===== config.mk =====
export PLATFORM = sky130hd
export DESIGN_NAME = usbh_susp_seq
export DESIGN_NICKNAME = d
export VERILOG_FILES = /design/src/rtl/usbh_susp_pkg.sv /design/src/rtl/usbh_line_filter.sv /design/src/rtl/usbh_sticky_flags.sv /design/src/rtl/usbh_susp_fsm.sv /design/src/rtl/usbh_susp_seq.sv
export SDC_FILE = /design/constraint.sdc
export NUM_CORES = 1
export LEC_CHECK = 0
export BUFFER_PORTS_ARGS = -buffer_cell sky130_fd_sc_hd__buf_2
export CORE_ASPECT_RATIO = 1.5
export CORE_UTILIZATION = 56
export CTS_CLUSTER_DIAMETER = 200
export CTS_CLUSTER_SIZE = 28
export DETAILED_ROUTE_END_ITERATION = 10
export GPL_TIMING_DRIVEN = 0
export PLACE_DENSITY = 0.78
export SLEW_MARGIN = 20
export SYNTH_ARGS = -nofsm -noshare
export SYNTH_HDL_FRONTEND = slang
export SYNTH_SLANG_ARGS = --single-unit
export TNS_END_PERCENT = 20

===== constraint.sdc =====
create_clock -name clk -period 2.4 [get_ports clk]
set_clock_uncertainty 0.2 [all_clocks]
set_input_delay 0.72 -clock clk [delete_from_list [all_inputs] [get_ports clk]]
set_output_delay 0.72 -clock clk [all_outputs]
set_load 0.01 [all_outputs]

===== src/rtl/usbh_susp_pkg.sv =====
package usbh_susp_pkg;
  typedef enum logic [2:0] {
    HS_RUN      = 3'd0,
    HS_SUSP     = 3'd1,
    HS_READY    = 3'd2,
    HS_RES_K    = 3'd3,
    HS_RES_EOP  = 3'd4,
    HS_WAIT_SOF = 3'd5
  } hs_state_e;

  localparam logic [1:0] LS_SE0 = 2'b00;
  localparam logic [1:0] LS_J   = 2'b01;
  localparam logic [1:0] LS_K   = 2'b10;

  localparam int FLG_WAKE  = 0;
  localparam int FLG_RSM   = 1;
  localparam int FLG_TMO   = 2;
  localparam int NUM_FLAGS = 3;
endpackage


===== src/rtl/usbh_line_filter.sv =====
module usbh_line_filter
  import usbh_susp_pkg::*;
(
  input  logic       clk,
  input  logic       rst_n,
  input  logic [1:0] line_raw,
  output logic [1:0] line_flt,
  output logic       nonj_evt,
  output logic       k_evt
);
  logic [1:0] samp_q;

  // A new value is accepted only when two consecutive samples agree.
  always_ff @(posedge clk or negedge rst_n) begin
    if (!rst_n) begin
      samp_q   <= LS_J;
      line_flt <= LS_J;
      nonj_evt <= 1'b0;
      k_evt    <= 1'b0;
    end else begin
      samp_q <= line_raw;
      if (line_raw == samp_q && line_raw != line_flt) begin
        line_flt <= line_raw;
        nonj_evt <= (line_flt == LS_J);
        k_evt    <= (line_raw == LS_K);
      end else begin
        nonj_evt <= 1'b0;
        k_evt    <= 1'b0;
      end
    end
  end
endmodule


===== src/rtl/usbh_sticky_flags.sv =====
module usbh_sticky_flags #(
  parameter int N = 3
) (
  input  logic         clk,
  input  logic         rst_n,
  input  logic [N-1:0] set_i,
  input  logic [N-1:0] clr_i,
  output logic [N-1:0] q_o
);
  for (genvar g = 0; g < N; g++) begin : g_flag
    always_ff @(posedge clk or negedge rst_n) begin
      if (!rst_n)        q_o[g] <= 1'b0;
      else if (set_i[g]) q_o[g] <= 1'b1;
      else if (clr_i[g]) q_o[g] <= 1'b0;
    end
  end
endmodule


===== src/rtl/usbh_susp_fsm.sv =====
module usbh_susp_fsm
  import usbh_susp_pkg::*;
#(
  parameter int SETTLE_MS   = 3,
  parameter int RESUME_MS   = 20,
  parameter int DEADLINE_MS = 2,
  parameter int EOP_CYCLES  = 8
) (
  input  logic clk,
  input  logic rst_n,
  input  logic tick,
  input  logic sof_stop,
  input  logic sof_start,
  input  logic resume_req,
  input  logic nonj_evt,
  input  logic k_evt,
  output logic sof_marker,
  output logic sof_enabled,
  output logic susp_settled,
  output logic drive_k,
  output logic drive_se0,
  output logic wake_set,
  output logic rsm_set,
  output logic tmo_set
);
  localparam int MS_MAX = (SETTLE_MS > RESUME_MS) ? SETTLE_MS : RESUME_MS;
  localparam int MS_W   = $clog2(MS_MAX + 1);
  localparam int EOP_W  = $clog2(EOP_CYCLES + 1);
  localparam int DL_W   = $clog2(DEADLINE_MS + 1);

  hs_state_e        state, state_nx;
  logic [MS_W-1:0]  ms_cnt;
  logic [EOP_W-1:0] eop_cnt;
  logic [DL_W-1:0]  dl_cnt;
  logic             dl_armed;
  logic             start_k;

  always_comb begin
    state_nx = state;
    unique case (state)
      HS_RUN:      if (sof_stop) state_nx = HS_SUSP;
      HS_SUSP:     if (sof_start) state_nx = HS_READY;
      HS_READY:    if (resume_req) state_nx = HS_RES_K;
                   else if (sof_stop) state_nx = HS_SUSP;
      HS_RES_K:    if (tick && ms_cnt == MS_W'(RESUME_MS)) state_nx = HS_RES_EOP;
      HS_RES_EOP:  if (eop_cnt == EOP_W'(EOP_CYCLES - 1)) state_nx = HS_WAIT_SOF;
      HS_WAIT_SOF: if (tick) state_nx = HS_RUN;
      default:     state_nx = HS_RUN;
    endcase
  end

  assign start_k      = (state == HS_READY) && resume_req;
  assign sof_enabled  = (state != HS_SUSP);
  assign sof_marker   = tick && (state == HS_RUN || state == HS_WAIT_SOF);
  assign susp_settled = (state == HS_SUSP) && (ms_cnt >= MS_W'(SETTLE_MS));
  assign drive_k      = (state == HS_RES_K);
  assign drive_se0    = (state == HS_RES_EOP);
  assign wake_set     = (state == HS_SUSP) && (nonj_evt || k_evt);
  assign rsm_set      = (state == HS_SUSP) && k_evt;
  assign tmo_set      = dl_armed && tick && !start_k &&
                        (dl_cnt == DL_W'(DEADLINE_MS - 1));

  always_ff @(posedge clk or negedge rst_n) begin
    if (!rst_n) begin
      state   <= HS_RUN;
      ms_cnt  <= '0;
      eop_cnt <= '0;
    end else begin
      state <= state_nx;
      if (state_nx != state)                     ms_cnt <= '0;
      else if (tick && ms_cnt != MS_W'(MS_MAX))  ms_cnt <= ms_cnt + 1'b1;
      if (state == HS_RES_EOP) eop_cnt <= eop_cnt + 1'b1;
      else                     eop_cnt <= '0;
    end
  end

  // Deadline for the host's answer to an upstream resume
  always_ff @(posedge clk or negedge rst_n) begin
    if (!rst_n) begin
      dl_armed <= 1'b0;
      dl_cnt   <= '0;
    end else if (start_k) begin
      dl_armed <= 1'b0;
    end else if (rsm_set) begin
      dl_armed <= 1'b1;
      dl_cnt   <= '0;
    end else if (dl_armed && tick) begin
      if (dl_cnt == DL_W'(DEADLINE_MS - 1)) dl_armed <= 1'b0;
      else                                  dl_cnt   <= dl_cnt + 1'b1;
    end
  end
endmodule


===== src/rtl/usbh_susp_seq.sv =====
module usbh_susp_seq
  import usbh_susp_pkg::*;
#(
  parameter int SETTLE_MS   = 3,
  parameter int RESUME_MS   = 20,
  parameter int DEADLINE_MS = 2,
  parameter int BIT_CYCLES  = 4
) (
  input  logic                 clk,
  input  logic                 rst_n,
  input  logic                 tick_1ms,
  input  logic [1:0]           line_state,
  input  logic                 sof_stop,
  input  logic                 sof_start,
  input  logic                 resume_req,
  input  logic [NUM_FLAGS-1:0] flag_clr,
  output logic [NUM_FLAGS-1:0] flag_q,
  output logic                 sof_marker,
  output logic                 sof_enabled,
  output logic                 susp_settled,
  output logic                 drive_k,
  output logic                 drive_se0
);
  localparam int EOP_CYCLES = 2 * BIT_CYCLES;

  logic [1:0]           line_flt;
  logic                 nonj_evt, k_evt;
  logic                 wake_set, rsm_set, tmo_set;
  logic [NUM_FLAGS-1:0] flag_set;

  usbh_line_filter i_filt (
    .clk      (clk),
    .rst_n    (rst_n),
    .line_raw (line_state),
    .line_flt (line_flt),
    .nonj_evt (nonj_evt),
    .k_evt    (k_evt)
  );

  usbh_susp_fsm #(
    .SETTLE_MS   (SETTLE_MS),
    .RESUME_MS   (RESUME_MS),
    .DEADLINE_MS (DEADLINE_MS),
    .EOP_CYCLES  (EOP_CYCLES)
  ) i_fsm (
    .clk          (clk),
    .rst_n        (rst_n),
    .tick         (tick_1ms),
    .sof_stop     (sof_stop),
    .sof_start    (sof_start),
    .resume_req   (resume_req),
    .nonj_evt     (nonj_evt),
    .k_evt        (k_evt),
    .sof_marker   (sof_marker),
    .sof_enabled  (sof_enabled),
    .susp_settled (susp_settled),
    .drive_k      (drive_k),
    .drive_se0    (drive_se0),
    .wake_set     (wake_set),
    .rsm_set      (rsm_set),
    .tmo_set      (tmo_set)
  );

  always_comb begin
    flag_set          = '0;
    flag_set[FLG_WAKE] = wake_set;
    flag_set[FLG_RSM]  = rsm_set;
    flag_set[FLG_TMO]  = tmo_set;
  end

  usbh_sticky_flags #(.N(NUM_FLAGS)) i_flags (
    .clk   (clk),
    .rst_n (rst_n),
    .set_i (flag_set),
    .clr_i (flag_clr),
    .q_o   (flag_q)
  );

  logic unused_flt;
  assign unused_flt = ^line_flt;
endmodule


* After elaboration in Yosys (flattened, before gate mapping)
Index checks and enable logic that the tools add are counted.
Word-level totals: input port bits 11, flip-flop bits (word level) 24, output and inout port bits 8
Operators by class: equality and inequality tests 16, $lt $le $gt $ge 1, reduce and logical (&&, ||, !) cells 24, bitwise operators 1, muxes and demuxes 25, add/sub/neg operators 3
Operators by type and width (number):
- 3-bit two-way mux | 6
- 3-bit one-hot mux with 6 select lines | 1
- 1-bit two-way mux | 12
- 1-bit logical AND | 11
- 5-bit two-way mux | 2
- 2-bit nonzero test | 5
- 3-bit by 2-bit == test with 1-bit output, second input constant | 2
- 3-bit == test, second input constant | 2
- 2-bit two-way mux | 3
- 3-bit nonzero test | 2
- 5-bit by 1-bit adder with 5-bit output, second input constant | 1
- 5-bit == test, second input constant | 1
- 5-bit by 2-bit >= comparator with 1-bit output, second input constant | 1
- 5-bit != test, second input constant | 1
- 4-bit by 1-bit adder with 4-bit output, second input constant | 1
- 2-bit by 1-bit == test with 1-bit output, second input constant | 2
- 4-bit by 3-bit == test with 1-bit output, second input constant | 1
- 4-bit two-way mux | 1
- 3-bit by 1-bit == test with 1-bit output, second input constant | 1
- 3-bit logical NOT | 1
- 3-bit by 1-bit != test with 1-bit output, second input constant | 1
- 3-bit != test | 1
- 3-bit AND reduction | 1
- 2-bit by 1-bit adder with 2-bit output, second input constant | 1
- other kinds (8) | 9

* Logic depth before layout (Yosys ltp)
Gate-level depths: netlist of the first run.
depth after elaboration 6, depth in mapped cells 5, depth with buffers taken out 5

* Cells and area by module
Synthesis of the first run repeated with hierarchy kept, for this count alone.
Second synthesis, totals: cell total of the unflattened synthesis 122, area, all modules 1282.5 um^2
Modules (own cells, without submodules):
- usbh_susp_fsm | instances 1, cells each 93, seq. area each 375.4 um^2, area an instance 924.6 um^2
- usbh_line_filter | instances 1, cells each 20, seq. area each 152.6 um^2, area an instance 249.0 um^2
- usbh_sticky_flags | instances 1, cells each 9, seq. area each 75.1 um^2, area an instance 108.9 um^2

* Worst setup path before layout of the first run
No wires, ideal clock.
path type input to output, from input port tick_1ms, to output port sof_marker, arrival time 1187 ps, stages 3, slack 293 ps, data required time 1480 ps, buffers on the path 1, cell sequence buf_6 -> inv_12 -> nor3_1
Between the ends: longest elaborated chain between the ends 1
RTL lines:
- start, declared | RTL line usbh_susp_seq.sv:11 | input logic tick_1ms,
- 1-bit logical AND | RTL line usbh_susp_fsm.sv:54 | assign sof_marker = tick && (state == HS_RUN || state == HS_WAIT_SOF);
- end, declared | RTL line usbh_susp_seq.sv:18 | output logic sof_marker,
No other way between the ends.

* Final worst setup path of the first run
from register i_fsm.state[0], to output port susp_settled
Between the ends: longest elaborated chain between the ends 2
RTL lines:
- start, declared | RTL line usbh_susp_fsm.sv:31 | hs_state_e state, state_nx;
- start signal, assigned | RTL line usbh_susp_fsm.sv:69 | state <= state_nx;
- 3-bit by 1-bit == test with 1-bit output | RTL line usbh_susp_fsm.sv:55 | assign susp_settled = (state == HS_SUSP) && (ms_cnt >= MS_W'(SETTLE_MS));
- 1-bit logical AND | RTL line usbh_susp_fsm.sv:55
- end, declared | RTL line usbh_susp_seq.sv:20 | output logic susp_settled,
No other way between the ends.

==> run summary, run 1 <==
Final Hold Fails: 0
Core Rows: 21
Commonest non-fill, non-tap cell in the layout: dfrtp_1
CP max FO: 10
Starting Density: 0.595
Crit-path max cell delay: 0.42 ns
Clock sinks: 24
Max-cap viol count: 0
Synth-to-layout area growth: 15.7%
TritonCTS buffer count: 3
Clk buf depth: 2
Synthesis Warnings: 0
Initial antenna violation count: 0
Clk Latency, worst-skew pair: 0.31 ns
DP HPWL: 1.89 mm
Critical Path End Type: output port
Arr. time, crit path: 1.43 ns
Max-slew violation count: 0
Worst Max-Slew Pin Slew: 0.527 ns
Synth async-reset ratio: 1.00
Setup_tns: 0 ns
Vias in the first global route: 1017
Synth Area per Inst: 10.3 µm²
Endpoints failing setup: 0
Post-synth EDFFs: 0
IO Count: 19
Final core utilization: 0.689
Core area: 2260 µm²
Slew headroom: 0.648
RSZ-0062 raised after global routing: yes
Root Driver: clkbuf_4
PortBufs: 17
Gpl congestion: 0.817
DR pass1 iterations: 4
Overall routing resource usage: 0.213
Hold_ws: 0.169 ns
CP Cell Sequence: clkbuf_8 > nor3b_4 > inv_1 > a21oi_1 > buf_2
Avg WL per Cell: 14.1 µm
Post-Syn Nets: 145
Full die area: 2610 µm²
DRC Markers: 0
Chip width: 42.0 µm
Global-route wire length before repair: 4.15 mm
Number of DRC markers in iteration 0: 12
Leak pwr: 0.710 nW
Die height: 62.0 µm
Fin crit period: 2.35 ns
Synth unique cells: 48
Vias per cell: 5.92
Synth top area share: 0.409
Share of layout cells above drive strength 1: 0.301
Cell taking the most area after synthesis: dfrtp_1
Startpoint types: flop
Max Clk Rate: 0.425 GHz
Synth Flop Type: dfrtp_1
Maximum vdd drop: 0.429 mV
Clock-pin slew on the worst setup and hold paths: 0.12 ns
Syn Inst Count: 130
NumNets Final: 172
# diodes: 0
Most frequent cells in the layout: dfrtp_1 (21), buf_2 (16), inv_1 (13)
Cell at the slowest stage of the critical path: dfrtp_1
Critical Path RT: 1.48 ns
Drt total wl: 2.52 mm
Synthesis-stage register bit count: 24
Sequential fraction of the synthesis area: 0.448
Final period util: 0.980
PD cells: 815 nW/µm²
CTS Hold Bufs: 0
Vias: 1059
CTS tree: built
ANT nets after route: 0
Post-Syn Area: 1350 µm²
PnR Total Power: 0.00127 W
Status: finished, final reports clean
# H-tree levels: 1
Largest cells by area after synthesis: dfrtp_1 (41%), dfstp_2 (3.9%), inv_1 (3.9%)
WS Path Type: reg2out
Hold Path Class: in2async
Total gr overflow: 0
Largest net degree at the start of global routing: 25
-- worst paths after layout --
check	slack [ns]	cells after the start	from	to
setup / recovery	0.05	5	i_fsm.state[0]$_DFF_PN0_	susp_settled
hold / removal	0.17	1	rst_n	i_fsm.state[2]$_DFF_PN0_
setup reg to reg	0.45	5	i_fsm.ms_cnt[0]$_DFFE_PN0P_	i_fsm.ms_cnt[3]$_DFFE_PN0P_
hold reg to reg	0.27	1	i_fsm.eop_cnt[0]$_DFF_PN0_	i_fsm.eop_cnt[0]$_DFF_PN0_
max in group asynchronous	1.45	1	rst_n	i_fsm.state[1]$_DFF_PN0_
min in group clk	0.27	1	i_fsm.eop_cnt[0]$_DFF_PN0_	i_fsm.eop_cnt[0]$_DFF_PN0_
-- metrics by stage --
step           setup WS [ns]  cell area (µm²)  instances
2_1_floorplan          0.293             1350        130
3_3_place_gp           0.234             1460        170
3_5_place_dp           0.220             1460        170
4_1_cts               0.0156             1530        177
5_1_grt              -0.0378             1560        179
6_report              0.0471             1560        179
-- critical path: cells and delay by family (launching register included) --
family | cells | cell delay (ns)
flip-flops | 1 | 0.42
buffers and inverters | 3 | 0.40
AO/OA/AOI/OAI | 1 | 0.11
AND/OR/NAND/NOR | 1 | 0.19
-- state kept, by name (all words and copies together), names as in the netlist --
signal / cells
i_filt.k_evt: 1
i_filt.samp_q: 2
i_flags.q_o: 3
i_fsm.state: 3
i_fsm.dl_cnt: 2
i_fsm.eop_cnt: 4
i_fsm.ms_cnt: 5
i_fsm.dl_armed: 1
i_filt.line_flt: 2
i_filt.nonj_evt: 1
-- Yosys cell counts, drive strengths merged, types with 2 or more instances --
cell / instances
inv: 15
a21oi: 4
xor2: 4
o2bb2ai: 2
o21ai: 8
ha: 4
nand3: 5
nand4: 2
nand2: 10
dfstp: 2
a211oi: 2
xnor2: 2
a221oi: 4
nand3b: 2
nor2: 7
or4: 2
clkbuf: 2
nand2b: 2
buf: 2
nor3: 2
o31ai: 3
dfrtp: 22
nor3b: 2
-- report_power, final --
group,switching (W),internal (W)
logic,0.000286,0.000262
clock network,0.000113,0.0000650
registers,0.0000674,0.000475
-- cell type report --
type	instances	area, µm²
Fill cell	201	703
Multi-Input combinational cell	87	656
Sequential cell	24	604
Timing Repair Buffer	23	136
Inverter	15	68.8
Buffer	3	36.3
Tap cell	23	28.8
Clock buffer	4	26.3
-- cell families (layout without fill, tap and decap cells) --
logic type	Yosys count	after routing	synth area share
buffers and inverters	19	45	0.0809
AO/OA/AOI/OAI	32	32	0.188
flip-flops	24	24	0.448
XOR/XNOR	6	6	0.0391
AND/OR/NAND/NOR	44	44	0.199
adder cells (fa/ha/maj)	4	4	0.0372
multiplexers	1	1	0.00744
-- per-layer routing --
layer / global-route usage / vias to the layer above / part of all wire
met5: 0 / - / 0
met2: 0.440 / 15 / 0.57
met4: 0.129 / 0 / 0.020
met1: 0.203 / 521 / 0.39
li1: - / 519 / -
met3: 0.0173 / 4 / 0.020
-- repair_timing --
| action | 4_1_cts | 5_1_grt |
|---|---|---|
| setup buffers | 4 | 2 |
| gates resized for setup | 4 | 3 |
| pin swaps | 0 | 1 |
| hold endpoints to repair | 0 | 0 |
| gates cloned | 0 | 0 |
| endpoints found under the setup margin | 3 | 3 |
No activity file was read; power rests on OpenSTA's default activity.
==> inputs of run 2 (changes only) <==
CORE_UTILIZATION = 60   (was 56)
PLACE_DENSITY = 0.83   (was 0.78)
clock period = 2.9 ns   (was 2.4 ns; I/O delays follow)
==> run 2 against run 1 <==
Net effect:
- hold slack better by 0.12 ns
- sequential cell count unchanged
- cell area shrank 4.0%
- die area is 6.4% lower
- largest power group is now registers
- via count is 0.57% lower
- count of clock-buffer cells in the layout is the same
- worst setup slack improved by 0.13 ns
- total power is 18% lower
- first-iteration DRC count rose by 67%
- register-to-register slack gained 0.46 ns
- highest routed layer unchanged
==> run summary, run 2 (synthesis gave the netlist of run 1 again) <==
Critical Path RT: 1.83 ns
Starting Density: 0.648
Max-slew violation count: 0
# diodes: 0
Synth-to-layout area growth: 11.1%
Setup bufs post-CTS: 0
Launch point of the worst path: i_fsm.state[1]$_DFF_PN0_
Vias per cell: 6.09
Setup_tns: 0 ns
DR pass1 iterations: 4
Clock sinks: 24
CTS Hold Bufs: 0
Total gr overflow: 0
Cell at the slowest stage of the critical path: dfrtp_1
PnR Total Power: 0.00103 W
GR peak layer: met2
IO Count: 19
Hold Path Class: reg2reg
Pre-CTS WS: 0.447 ns
Critical Path End Type: output port
M3 GR Usage: 0.0335
Gpl congestion: 0.704
Largest net degree at the start of global routing: 25
Max-cap viol count: 0
Core area: 2080 µm²
CP max FO: 10
RR Startpoint: i_fsm.ms_cnt[0]$_DFFE_PN0P_
Hold path cells: 1
ANT nets after route: 0
Status: finished, final reports clean
Worst Max-Slew Pin Slew: 0.524 ns
Initial antenna violation count: 0
Met1 Use GR: 0.225
Full die area: 2440 µm²
Chip width: 40.7 µm
Max FFs per register: 5
Maximum vdd drop: 0.546 mV
Share of layout cells above drive strength 1: 0.245
RSZ-0062 raised after global routing: no
Clock-pin slew on the worst setup and hold paths: 0.12 ns
Resize count post-CTS: 0
Fin crit period: 2.72 ns
Avg WL per Cell: 14.8 µm
Clk Latency, worst-skew pair: 0.32 ns
Most frequent cells in the layout: dfrtp_1 (22), buf_2 (17), inv_1 (14)
DP HPWL: 1.99 mm
Global-route wire length before repair: 4.10 mm
# H-tree levels: 1
Vias: 1053
CTS tree: built
PortBufs: 17
Met2 Use GR: 0.483
Overall routing resource usage: 0.250
Number of DRC markers in iteration 0: 20
Crit-path max cell delay: 0.38 ns
Max Clk Rate: 0.368 GHz
PD cells: 692 nW/µm²
Core Rows: 20
TritonCTS buffer count: 3
Commonest non-fill, non-tap cell in the layout: dfrtp_1
Drt total wl: 2.57 mm
WS Path Type: reg2out
Reg-to-reg setup timing slack: 0.91 ns
Final Hold Fails: 0
CP Cell Sequence: clkbuf_1 > nor3b_1 > inv_1 > a21oi_1 > buf_2
Leak pwr: 0.686 nW
Vias in the first global route: 1004
Startpoint types: flop
R2r endpoint: i_fsm.ms_cnt[3]$_DFFE_PN0P_
Root Driver: clkbuf_4
Final period util: 0.938
CP endpoint: susp_settled
Largest register by flop count: i_fsm.ms_cnt
Clk buf depth: 2
DRC Markers: 0
Final worst slack: 0.180 ns
Slew headroom: 0.651
Arr. time, crit path: 1.65 ns
NumNets Final: 167
Die height: 60.0 µm
Endpoints failing setup: 0
Largest registers: i_fsm.ms_cnt: 5 flops, i_fsm.eop_cnt: 4 flops
R2R depth: 5
-- run 2: through the flow --
stage,util,instance area (µm²),hold WS (ns),instances
6_report,0.719,1490,0.284,173
5_1_grt,0.719,1490,0.297,173
4_1_cts,0.719,1490,0.287,173
3_5_place_dp,0.702,1460,0.269,169
3_3_place_gp,0.702,1460,0.247,169
2_1_floorplan,-,1350,0.230,130
-- run 2: final cells by class --
cell class                      count  area, µm²
Fill cell                         184        583
Tap cell                           22       27.5
Sequential cell                    24        603
Inverter                           15       68.8
Multi-Input combinational cell     87        633
Buffer                              4       40.0
Timing Repair Buffer               17       85.1
Clock buffer                        4       36.3
-- run 2: layer usage --
metal,routed length (µm),vias to the layer above,share of wire
li1,-,513,-
met1,988,517,0.39
met2,1470,18,0.57
met3,49,5,0.019
met4,61,0,0.024
met5,0,-,0
-- run 2: critical path, delay by kind of cell (launching register included) --
kind                   cells  cell delay, ns
DFF                        1            0.38
and+or+nand+nor            1            0.37
AOI/OAI and AO/OA          1            0.12
buffers and inverters      3            0.47
-- run 2: how the worst min path moves through the flow --
| stage | startpoint | endpoint |
|---|---|---|
| floorplan | i_fsm.eop_cnt[0]$_DFF_PN0_ | i_fsm.eop_cnt[0]$_DFF_PN0_ |
| global placement | i_fsm.eop_cnt[0]$_DFF_PN0_ | i_fsm.eop_cnt[0]$_DFF_PN0_ |
| detailed placement | i_fsm.eop_cnt[0]$_DFF_PN0_ | i_fsm.eop_cnt[0]$_DFF_PN0_ |
| CTS | i_fsm.eop_cnt[0]$_DFF_PN0_ | i_fsm.eop_cnt[0]$_DFF_PN0_ |
| global route | i_fsm.eop_cnt[0]$_DFF_PN0_ | i_fsm.eop_cnt[0]$_DFF_PN0_ |
| finish | i_fsm.eop_cnt[0]$_DFF_PN0_ | i_fsm.eop_cnt[0]$_DFF_PN0_ |
-- run 2: where the power goes --
part | leakage (nW) | total (W) | switching (W) | internal [W]
clock | 0.0210 | 0.000179 | 0.000102 | 0.0000769
combinational | 0.354 | 0.000420 | 0.000243 | 0.000178
sequential | 0.310 | 0.000435 | 0.0000433 | 0.000392
total | 0.686 | 0.00103 | 0.000388 | 0.000646
